<file path="src/rtl/pgw_pkg.sv">
package pgw_pkg;
  typedef logic [7:0] byte_t;
endpackage

</file>
<file path="src/rtl/pgw_stage.sv">
module pgw_stage import pgw_pkg::*; #(
  parameter int ADDR_W = 8,
  parameter int OFS_W  = 4,
  localparam int ROWB  = 1 << OFS_W,
  localparam int ROW_W = ADDR_W - OFS_W
) (
  input  logic             clk_i,
  input  logic             rst_ni,
  input  logic             clr_i,
  input  logic             addr_vld_i,
  input  logic [ADDR_W-1:0] addr_i,
  input  logic             data_vld_i,
  input  logic             keep_i,
  input  byte_t            data_i,
  input  logic [OFS_W-1:0] rd_ofs_i,
  output logic [ROW_W-1:0] row_o,
  output logic [ROWB-1:0]  mask_o,
  output byte_t            rd_data_o
);
  logic [ROW_W-1:0] row_q;
  logic [OFS_W-1:0] ptr_q;
  logic [ROWB-1:0]  mask_q;
  byte_t            buf_q [ROWB];

  always_ff @(posedge clk_i or negedge rst_ni) begin
    if (!rst_ni) begin
      row_q  <= '0;
      ptr_q  <= '0;
      mask_q <= '0;
    end else if (clr_i) begin
      mask_q <= '0;
    end else if (addr_vld_i) begin
      row_q <= addr_i[ADDR_W-1:OFS_W];
      ptr_q <= addr_i[OFS_W-1:0];
    end else if (data_vld_i) begin
      ptr_q <= ptr_q + 1'b1;  // low bits only: wraps inside the row
      if (keep_i) mask_q[ptr_q] <= 1'b1;
    end
  end

  for (genvar g = 0; g < ROWB; g++) begin : g_buf
    always_ff @(posedge clk_i) begin
      if (data_vld_i && keep_i && !clr_i && !addr_vld_i && ptr_q == OFS_W'(g))
        buf_q[g] <= data_i;
    end
  end

  assign row_o     = row_q;
  assign mask_o    = mask_q;
  assign rd_data_o = buf_q[rd_ofs_i];

  // refused byte leaves the mask untouched
  assert_refused_not_staged_R8: assert property (@(posedge clk_i) disable iff (!rst_ni)
    (data_vld_i && !keep_i && !clr_i && !addr_vld_i) |=> $stable(mask_q));
endmodule

</file>
<file path="src/rtl/pgw_guard.sv">
module pgw_guard (
  input  logic clk_i,
  input  logic rst_ni,
  input  logic clr_i,
  input  logic open_i,
  input  logic busy_i,
  input  logic prot_i,
  input  logic wc_i,
  input  logic row_msb_i,
  input  logic data_vld_i,
  input  logic commit_i,
  output logic ack_ok_o,
  output logic locked_o
);
  logic locked_q, pend_q;

  assign ack_ok_o = open_i && !busy_i && !wc_i && (prot_i || !(locked_q && !row_msb_i));

  always_ff @(posedge clk_i or negedge rst_ni) begin
    if (!rst_ni) begin
      pend_q   <= 1'b0;
      locked_q <= 1'b0;
    end else begin
      if (clr_i) pend_q <= 1'b0;
      else if (data_vld_i && ack_ok_o && prot_i) pend_q <= 1'b1;
      if (commit_i && prot_i && pend_q) locked_q <= 1'b1;
    end
  end

  assign locked_o = locked_q;

  assert_lock_sticky_R10: assert property (@(posedge clk_i) disable iff (!rst_ni)
    locked_q |=> locked_q);
  assert_wc_no_pend_R8: assert property (@(posedge clk_i) disable iff (!rst_ni)
    (data_vld_i && wc_i && !clr_i && !pend_q) |=> !pend_q);
endmodule

</file>
<file path="src/rtl/pgw_timer.sv">
module pgw_timer #(
  parameter int WR_CYCLES = 40,
  localparam int CNT_W = $clog2(WR_CYCLES + 1)
) (
  input  logic             clk_i,
  input  logic             rst_ni,
  input  logic             commit_i,
  output logic             busy_o,
  output logic [CNT_W-1:0] cnt_o
);
  logic             busy_q;
  logic [CNT_W-1:0] cnt_q;

  always_ff @(posedge clk_i or negedge rst_ni) begin
    if (!rst_ni) begin
      busy_q <= 1'b0;
      cnt_q  <= '0;
    end else if (commit_i) begin
      busy_q <= 1'b1;
      cnt_q  <= '0;
    end else if (busy_q) begin
      if (cnt_q == CNT_W'(WR_CYCLES - 1)) busy_q <= 1'b0;
      cnt_q <= cnt_q + 1'b1;
    end
  end

  assign busy_o = busy_q;
  assign cnt_o  = cnt_q;

  assert_busy_from_commit_R7: assert property (@(posedge clk_i) disable iff (!rst_ni)
    $rose(busy_q) |-> $past(commit_i));
endmodule

</file>
<file path="src/rtl/pgw_seq.sv">
module pgw_seq import pgw_pkg::*; #(
  parameter int ADDR_W    = 8,
  parameter int OFS_W     = 4,
  parameter int WR_CYCLES = 40,
  localparam int ROWB  = 1 << OFS_W,
  localparam int ROW_W = ADDR_W - OFS_W,
  localparam int CNT_W = $clog2(WR_CYCLES + 1)
) (
  input  logic              clk_i,
  input  logic              rst_ni,
  input  logic              txn_start_i,
  input  logic              txn_prot_i,
  input  logic              addr_vld_i,
  input  logic [ADDR_W-1:0] addr_i,
  input  logic              data_vld_i,
  input  logic [7:0]        data_i,
  input  logic              stop_ack_i,
  input  logic              wc_i,
  output logic              ack_ok_o,
  output logic              busy_o,
  output logic              mem_we_o,
  output logic [ADDR_W-1:0] mem_addr_o,
  output logic [7:0]        mem_wdata_o
);
  logic             open_q, prot_q, busy, locked, ack_ok;
  logic             start_ok, commit, addr_ok, data_ok;
  logic [CNT_W-1:0] cnt;
  logic [ROW_W-1:0] row;
  logic [ROWB-1:0]  mask;
  logic [OFS_W-1:0] rd_ofs;
  byte_t            rd_data;

  initial begin
    assert (WR_CYCLES >= ROWB) else $error("WR_CYCLES below row size");
    assert (ADDR_W > OFS_W)    else $error("ADDR_W too small");
  end

  assign start_ok = txn_start_i && !busy;
  assign commit   = stop_ack_i && open_q && !busy;
  assign addr_ok  = addr_vld_i && open_q && !busy;
  assign data_ok  = data_vld_i && open_q && !busy;

  always_ff @(posedge clk_i or negedge rst_ni) begin
    if (!rst_ni) begin
      open_q <= 1'b0;
      prot_q <= 1'b0;
    end else if (start_ok) begin
      open_q <= 1'b1;
      prot_q <= txn_prot_i;
    end else if (commit) begin
      open_q <= 1'b0;
    end
  end

  pgw_stage #(.ADDR_W(ADDR_W), .OFS_W(OFS_W)) u_stage (
    .clk_i, .rst_ni,
    .clr_i(start_ok), .addr_vld_i(addr_ok), .addr_i,
    .data_vld_i(data_ok), .keep_i(ack_ok && !prot_q), .data_i,
    .rd_ofs_i(rd_ofs), .row_o(row), .mask_o(mask), .rd_data_o(rd_data)
  );

  pgw_guard u_guard (
    .clk_i, .rst_ni, .clr_i(start_ok), .open_i(open_q), .busy_i(busy),
    .prot_i(prot_q), .wc_i, .row_msb_i(row[ROW_W-1]), .data_vld_i(data_ok),
    .commit_i(commit), .ack_ok_o(ack_ok), .locked_o(locked)
  );

  pgw_timer #(.WR_CYCLES(WR_CYCLES)) u_timer (
    .clk_i, .rst_ni, .commit_i(commit), .busy_o(busy), .cnt_o(cnt)
  );

  // drain one row slot per busy cycle
  assign rd_ofs      = cnt[OFS_W-1:0];
  assign mem_we_o    = busy && (cnt < CNT_W'(ROWB)) && mask[rd_ofs];
  assign mem_addr_o  = {row, rd_ofs};
  assign mem_wdata_o = rd_data;
  assign ack_ok_o    = ack_ok;
  assign busy_o      = busy;

  assert_we_in_busy_R7: assert property (@(posedge clk_i) disable iff (!rst_ni)
    mem_we_o |-> busy_o);
  assert_lock_region_R9: assert property (@(posedge clk_i) disable iff (!rst_ni)
    (mem_we_o && locked) |-> mem_addr_o[ADDR_W-1]);
  assert_no_ack_busy_R7: assert property (@(posedge clk_i) disable iff (!rst_ni)
    busy_o |-> !ack_ok_o);
endmodule

</file>
<file path="config.mk">
export PLATFORM = sky130hd
export DESIGN_NAME = pgw_seq
export DESIGN_NICKNAME = d
export VERILOG_FILES = /design/src/rtl/pgw_pkg.sv /design/src/rtl/pgw_stage.sv /design/src/rtl/pgw_guard.sv /design/src/rtl/pgw_timer.sv /design/src/rtl/pgw_seq.sv
export SDC_FILE = /design/constraint.sdc
export NUM_CORES = 1
export LEC_CHECK = 0
export ABC_AREA = 1
export BUFFER_PORTS_ARGS = -buffer_cell sky130_fd_sc_hd__buf_2
export CAP_MARGIN = 20
export CORE_MARGIN = 4
export CORE_UTILIZATION = 45
export CTS_BUF_LIST = sky130_fd_sc_hd__clkbuf_16
export DETAILED_ROUTE_END_ITERATION = 6
export PLACE_DENSITY_LB_ADDON = 0.25
export SLEW_MARGIN = 20
export SYNTH_ARGS = -nofsm -noshare
export SYNTH_HDL_FRONTEND = slang
export SYNTH_HIERARCHICAL = 1
export SYNTH_SLANG_ARGS = --single-unit
</file>
<file path="constraint.sdc">
create_clock -name clk_i -period 2.8 [get_ports clk_i]
set_clock_uncertainty 0.05 [all_clocks]
set_input_delay 0.7 -clock clk_i [delete_from_list [all_inputs] [get_ports clk_i]]
set_output_delay 0.7 -clock clk_i [all_outputs]
set_load 0.01 [all_outputs]
</file>
* Yosys cells after proc, flatten, opt, wreduce, memory -nomap -nowiden *
Memory sizes are Yosys's and may differ from the RTL's.
Index checks and enable logic that the tools add are counted.

cells by class
  bitwise operators = 2
  mux-type cells = 96
  add/sub/neg operators = 2
  order comparisons = 4
  reductions and logical operators = 71
  equality and inequality tests = 17

operators by type and width
  operator                                                     count
  2-to-1 mux 8 bit                                             15
  OR reduction 8 bit                                           15
  2-to-1 mux 4 bit                                             17
  2-to-1 mux 16 bit                                            4
  2-to-1 mux 1 bit                                             56
  logical AND 1 bit                                            38
  equality test 4 bit (second input constant)                  8
  equality test 4 x 3 -> 1 bit (second input constant)         4
  bitwise OR 16 bit                                            1
  2-to-1 mux 6 bit                                             2
  nonzero test 2 bit                                           6
  less-than comparator 4 x 5 -> 1 bit (second input constant)  2
  equality test 4 x 2 -> 1 bit (second input constant)         2
  zero test 1 bit                                              7
  adder 6 x 1 -> 6 bit (second input constant)                 1
  equality test 6 bit (second input constant)                  1
  less-than comparator 6 x 5 -> 1 bit (second input constant)  1
  adder 4 x 1 -> 4 bit (second input constant)                 1
  binary-select mux 1 bit (select 4 bit)                       1
  demux 1 bit (select 4 bit)                                   1
  equality test 4 x 1 -> 1 bit (second input constant)         1
  >= comparator 4 x 1 -> 1 bit (second input constant)         1
  zero test 4 bit                                              1
  AND reduction 2 bit                                          2
  4 further kinds                                              4

word-level totals
  input bits = 24
  register bits = 35
  logic and storage cells = 202
  memories kept = 1
  output and inout port bits = 19
  memory bits (writable) = 128

memories
  memory         words  width  read ports  clocked after memory_dff  wr ports  RTL line         text
  u_stage.buf_q  16     8      1           0                         1         pgw_stage.sv:23  byte_t buf_q [ROWB];

* Logic depth before layout (Yosys ltp) *
  word-level depth = 28
  depth in mapped cells = 9
  depth with buffers taken out = 9

* Hierarchy *
The synthesis kept the hierarchy.

by module, submodules not included
  module     instances  seq. area each (um^2)  cells an instance  area an instance (um^2)
  pgw_stage  1          4444.3                 656                6668.9
  pgw_timer  1          175.2                  46                 371.6
  pgw_seq    1          50.0                   68                 320.3
  pgw_guard  1          50.0                   14                 111.4

* Worst setup path after synthesis *
Ideal clock, no wire load.

  kind = input port to flip-flop
  start point = input wc_i
  end point = memory u_stage/buf_q[11][0] in the netlist's numbering, enable pin
  data required time = 2.380 ns
  setup slack = 0.389 ns
  path buffers = 0
  arrival time = 1.991 ns
  cell stages on the path = 9
  library setup time = 0.370 ns
  cells stage by stage = nor2_2 nand2_1 nor2_1 inv_1 nor2_1 nand4_4 nor2_4 inv_2 nor2_1

on the way
  longest elaborated chain between the ends = 26
  elaborated cells on any way between the ends = 100
  those cells by class = 62 x mux; 38 x reduce/logical

ends and longest elaborated chain
  element                                                                                     RTL line         text
  from (decl)                                                                                 pgw_seq.sv:18    input logic wc_i,
  zero test 1 bit (*)                                                                         pgw_guard.sv:17  assign ack_ok_o = open_i && !busy_i && !wc_i && (prot_i || !(locked_q && !row_msb_i));
  logical AND 1 bit (*) (2 in a row)                                                          pgw_guard.sv:17
  named net ack_ok_o                                                                          pgw_seq.sv:19    output logic ack_ok_o,
  logical AND 1 bit (*)                                                                       pgw_seq.sv:58    .data_vld_i(data_ok), .keep_i(ack_ok && !prot_q), .data_i,
  logical AND 1 bit (*) (3 in a row)                                                          pgw_stage.sv:43  if (data_vld_i && keep_i && !clr_i && !addr_vld_i && ptr_q == OFS_W'(g))
  logical AND 1 bit                                                                           pgw_stage.sv:43
  2-to-1 mux 1 bit                                                                            pgw_stage.sv:43
  2-to-1 mux 1 bit (not written as such)                                                      pgw_stage.sv:44  buf_q[g] <= data_i;
  OR reduction 8 bit (no source line)                                                         n/a
  2-to-1 mux 4 bit (no source line) / 2-to-1 mux 1 bit (equally long branches) (15 in a row)  n/a
  to (decl)                                                                                   pgw_stage.sv:23

The timed path passes the listed nets; every way through them passes the cells marked *.

* Worst setup path after layout *
  start point = register u_timer.cnt_q[0], in the netlist u_timer/cnt_o[0]
  end point = output mem_wdata_o[1]

on the way
  longest elaborated chain between the ends = 1

ends and longest elaborated chain
  element                   RTL line         text
  from (decl)               pgw_timer.sv:12  logic [CNT_W-1:0] cnt_q;
  from (signal assigned)    pgw_timer.sv:23  cnt_q <= cnt_q + 1'b1;
  memory read (16 x 8 bit)  n/a
  to (decl)                 pgw_seq.sv:23    output logic [7:0] mem_wdata_o

No other way between the ends.

==> qor.txt <==
Outcome = completed
Fin nets = 865
Most instantiated library cell after synthesis = nand2_1
Pleak = 3.95 nW
Overall Power = 0.00825 W
Register area share after synthesis = 63.2%
RSZ-0062 raised after global routing = no
Crit-path max FO = 32
Ports = 43
Die height = 137 um
Via density = 4.86
Final Hold Violating Endpoints = 0
Initial antenna violation count = 0
Vias = 5175
Mapped Area = 7470 um2
Yosys top cell by area = edfxtp_1
Post-synth top area share = 51.4%
Worst Hold Class = input port to async pin
Largest cells by area after synthesis = edfxtp_1 (51%), dfrtp_1 (12%), nand2_1 (12%)
CTS max path bufs = 2
Max-cap check violation count = 0
DR WL/cell = 16.3 um
Required @ worst endpoint = 2.05 ns
Detail Route Antenna Nets = 0
DP HPWL = 11000 um
Ys flop type = edfxtp_1
Final setup violation count = 0
Site Rows = 46
First-pass GRT wire length = 27100 um
Syn_nets = 813
Num Clock Sinks = 163
Die width = 137 um
Mapped Avg Cell Area = 9.53 um2
Number of diodes = 0
Largest net degree at the start of global routing = 53
Yosys reg bits = 163
CTS tree = done
Maximum achievable frequency = 373 MHz
IO Port Bufs = 42
Initial Utilization = 46.5%
Drt pass-1 iters = 5
Total GRT Usage = 19.4%
Clock transition at the registers of the reported paths = 0.07 ns
Worst slew margin = 42.9%
Share of post-route cells with drive strength above 1 = 13.9%
Hold-fix buffers, CTS = 0
Final WL = 17400 um
Synthesis warning total = 6
PwrDens = 958 nW/um2
Most common library cells after synthesis = nand2_1 (233), inv_1 (161), edfxtp_1 (128), nand3_1 (113), dfrtp_1 (35)
Critical path class = register to output port
Core area = 16100 um2
Root buf cell = clkbuf_16
Residual DRC = 0
TNS Setup = 0 ns
Worst Path Arrival = 1.93 ns
FFs w/ async S/R, synth = 21.5%
GRT overflow = 0
DR iter-0 viols = 386
Die area = 18700 um2
Element type at the critical path start = register
Library cells used by synthesis = 30
Area Growth Syn to Fin = 15.2%
H-tree levels = 4
Post-route minimum period = 2.68 ns
RePlAce Congestion = 0.824
Num CTS Buffers = 17
Cells after Synth = 784
Worst VDD drop = 0.443 mV
Clock insertion delay at the later pin of the skew report = 0.43 ns
Period utilization = 95.7%
Crit end category = output port
Final slew viol count = 0
Worst-Margin Slew = 0.857 ns
EDFF count, synth = 128
Vias in the first global route = 5036
## cell usage in the layout (no fill, tap or decap), drive strengths merged, types with 2 or more instances in the layout
master	count
bufinv	5
a21oi	20
ha	5
mux2	4
nor3	2
o21ai	12
clkbuf	18
nand4	3
nand2	235
inv	170
edfxtp	128
buf	58
clkinv	6
dfrtp	35
nand3	114
nor2	28
## final cells by class
type | instances | area, um2
clock buffer | 17 | 425
clock inverter | 14 | 195
fill | 1427 | 7450
inverter | 168 | 633
multi-input combinational | 427 | 1970
sequential | 163 | 4720
tap | 216 | 270
timing repair buffer | 59 | 393
## cell families after synthesis
family | count (synthesis) | synth area share, %
simple gates | 384 | 22.2
buf+inv | 194 | 10.5
flops | 163 | 63.2
compound gates | 34 | 2.71
fa+ha+maj | 5 | 0.837
mux | 4 | 0.603
## timing repair
item / CTS / global route
buffers inserted: 0 / 1
endpoints found under the hold margin: 0 / 0
setup endpoints to repair: 0 / 3
resized for setup: 0 / 2
## metal layers
layer	track usage [%]	part of all wire, %	vias to the layer above
met2	31.0	47	136
met4	6.32	1.8	0
met5	0	0	-
met1	26.9	46	2435
met3	3.71	4.9	24
li1	-	-	2580
## path summary, 6_finish.rpt
check / from / end / slack, ns / cells past startpoint
setup reg to reg: u_timer/busy_o / u_stage/buf_q[1][4] / 0.53 / 9
hold / removal: rst_ni / u_timer/busy_o / 0.33 / 1
hold reg to reg: u_guard/locked_o / u_guard/locked_o / 0.41 / 2
setup / recovery: u_timer/cnt_o[0] / mem_wdata_o[1] / 0.12 / 9
min in group clk_i: u_guard/locked_o / u_guard/locked_o / 0.41 / 2
max in group asynchronous: rst_ni / u_timer/cnt_o[0] / 1.77 / 1
## worst max-delay path, cell delays in order (launching register included)
cell and delay, ns:
dfrtp_2 0.49, inv_4 0.15, buf_12 0.20, nand2_1 0.07, nand2_1 0.11, nand2_1 0.07, nand3_1 0.07, nand3_1 0.10
nand2_1 0.11, buf_2 0.14
## power breakdown
| part | switching, W | internal, W |
|---|---|---|
| combinational | 0.00192 | 0.000981 |
| clock | 0.000888 | 0.00156 |
| sequential | 0.000164 | 0.00274 |
| total | 0.00297 | 0.00528 |
## per-stage QoR
stage               std cells  setup WS (ns)  cell area, um2  hold slack (ns)  utilization, %
floorplan                 784          0.389            7470            0.354               -
global placement         1031          0.215            7950            0.391            49.5
detailed placement       1031          0.162            7950            0.401            49.5
CTS                      1062         0.0747            8570            0.341            53.4
global route             1064        0.00721            8610            0.365            53.6
finish                   1064          0.119            8610            0.328            53.6
## registers in the layout (all words and copies together), names as in the netlist
name,cells
u_stage/buf_q,128
prot_q,1
open_q,1
u_stage/ptr_q,4
u_guard/pend_q,1
u_stage/row_o,4
u_timer/cnt_o,6
u_timer/busy_o,1
u_stage/mask_o,16
u_guard/locked_o,1
(Power assumes the default switching activity.)
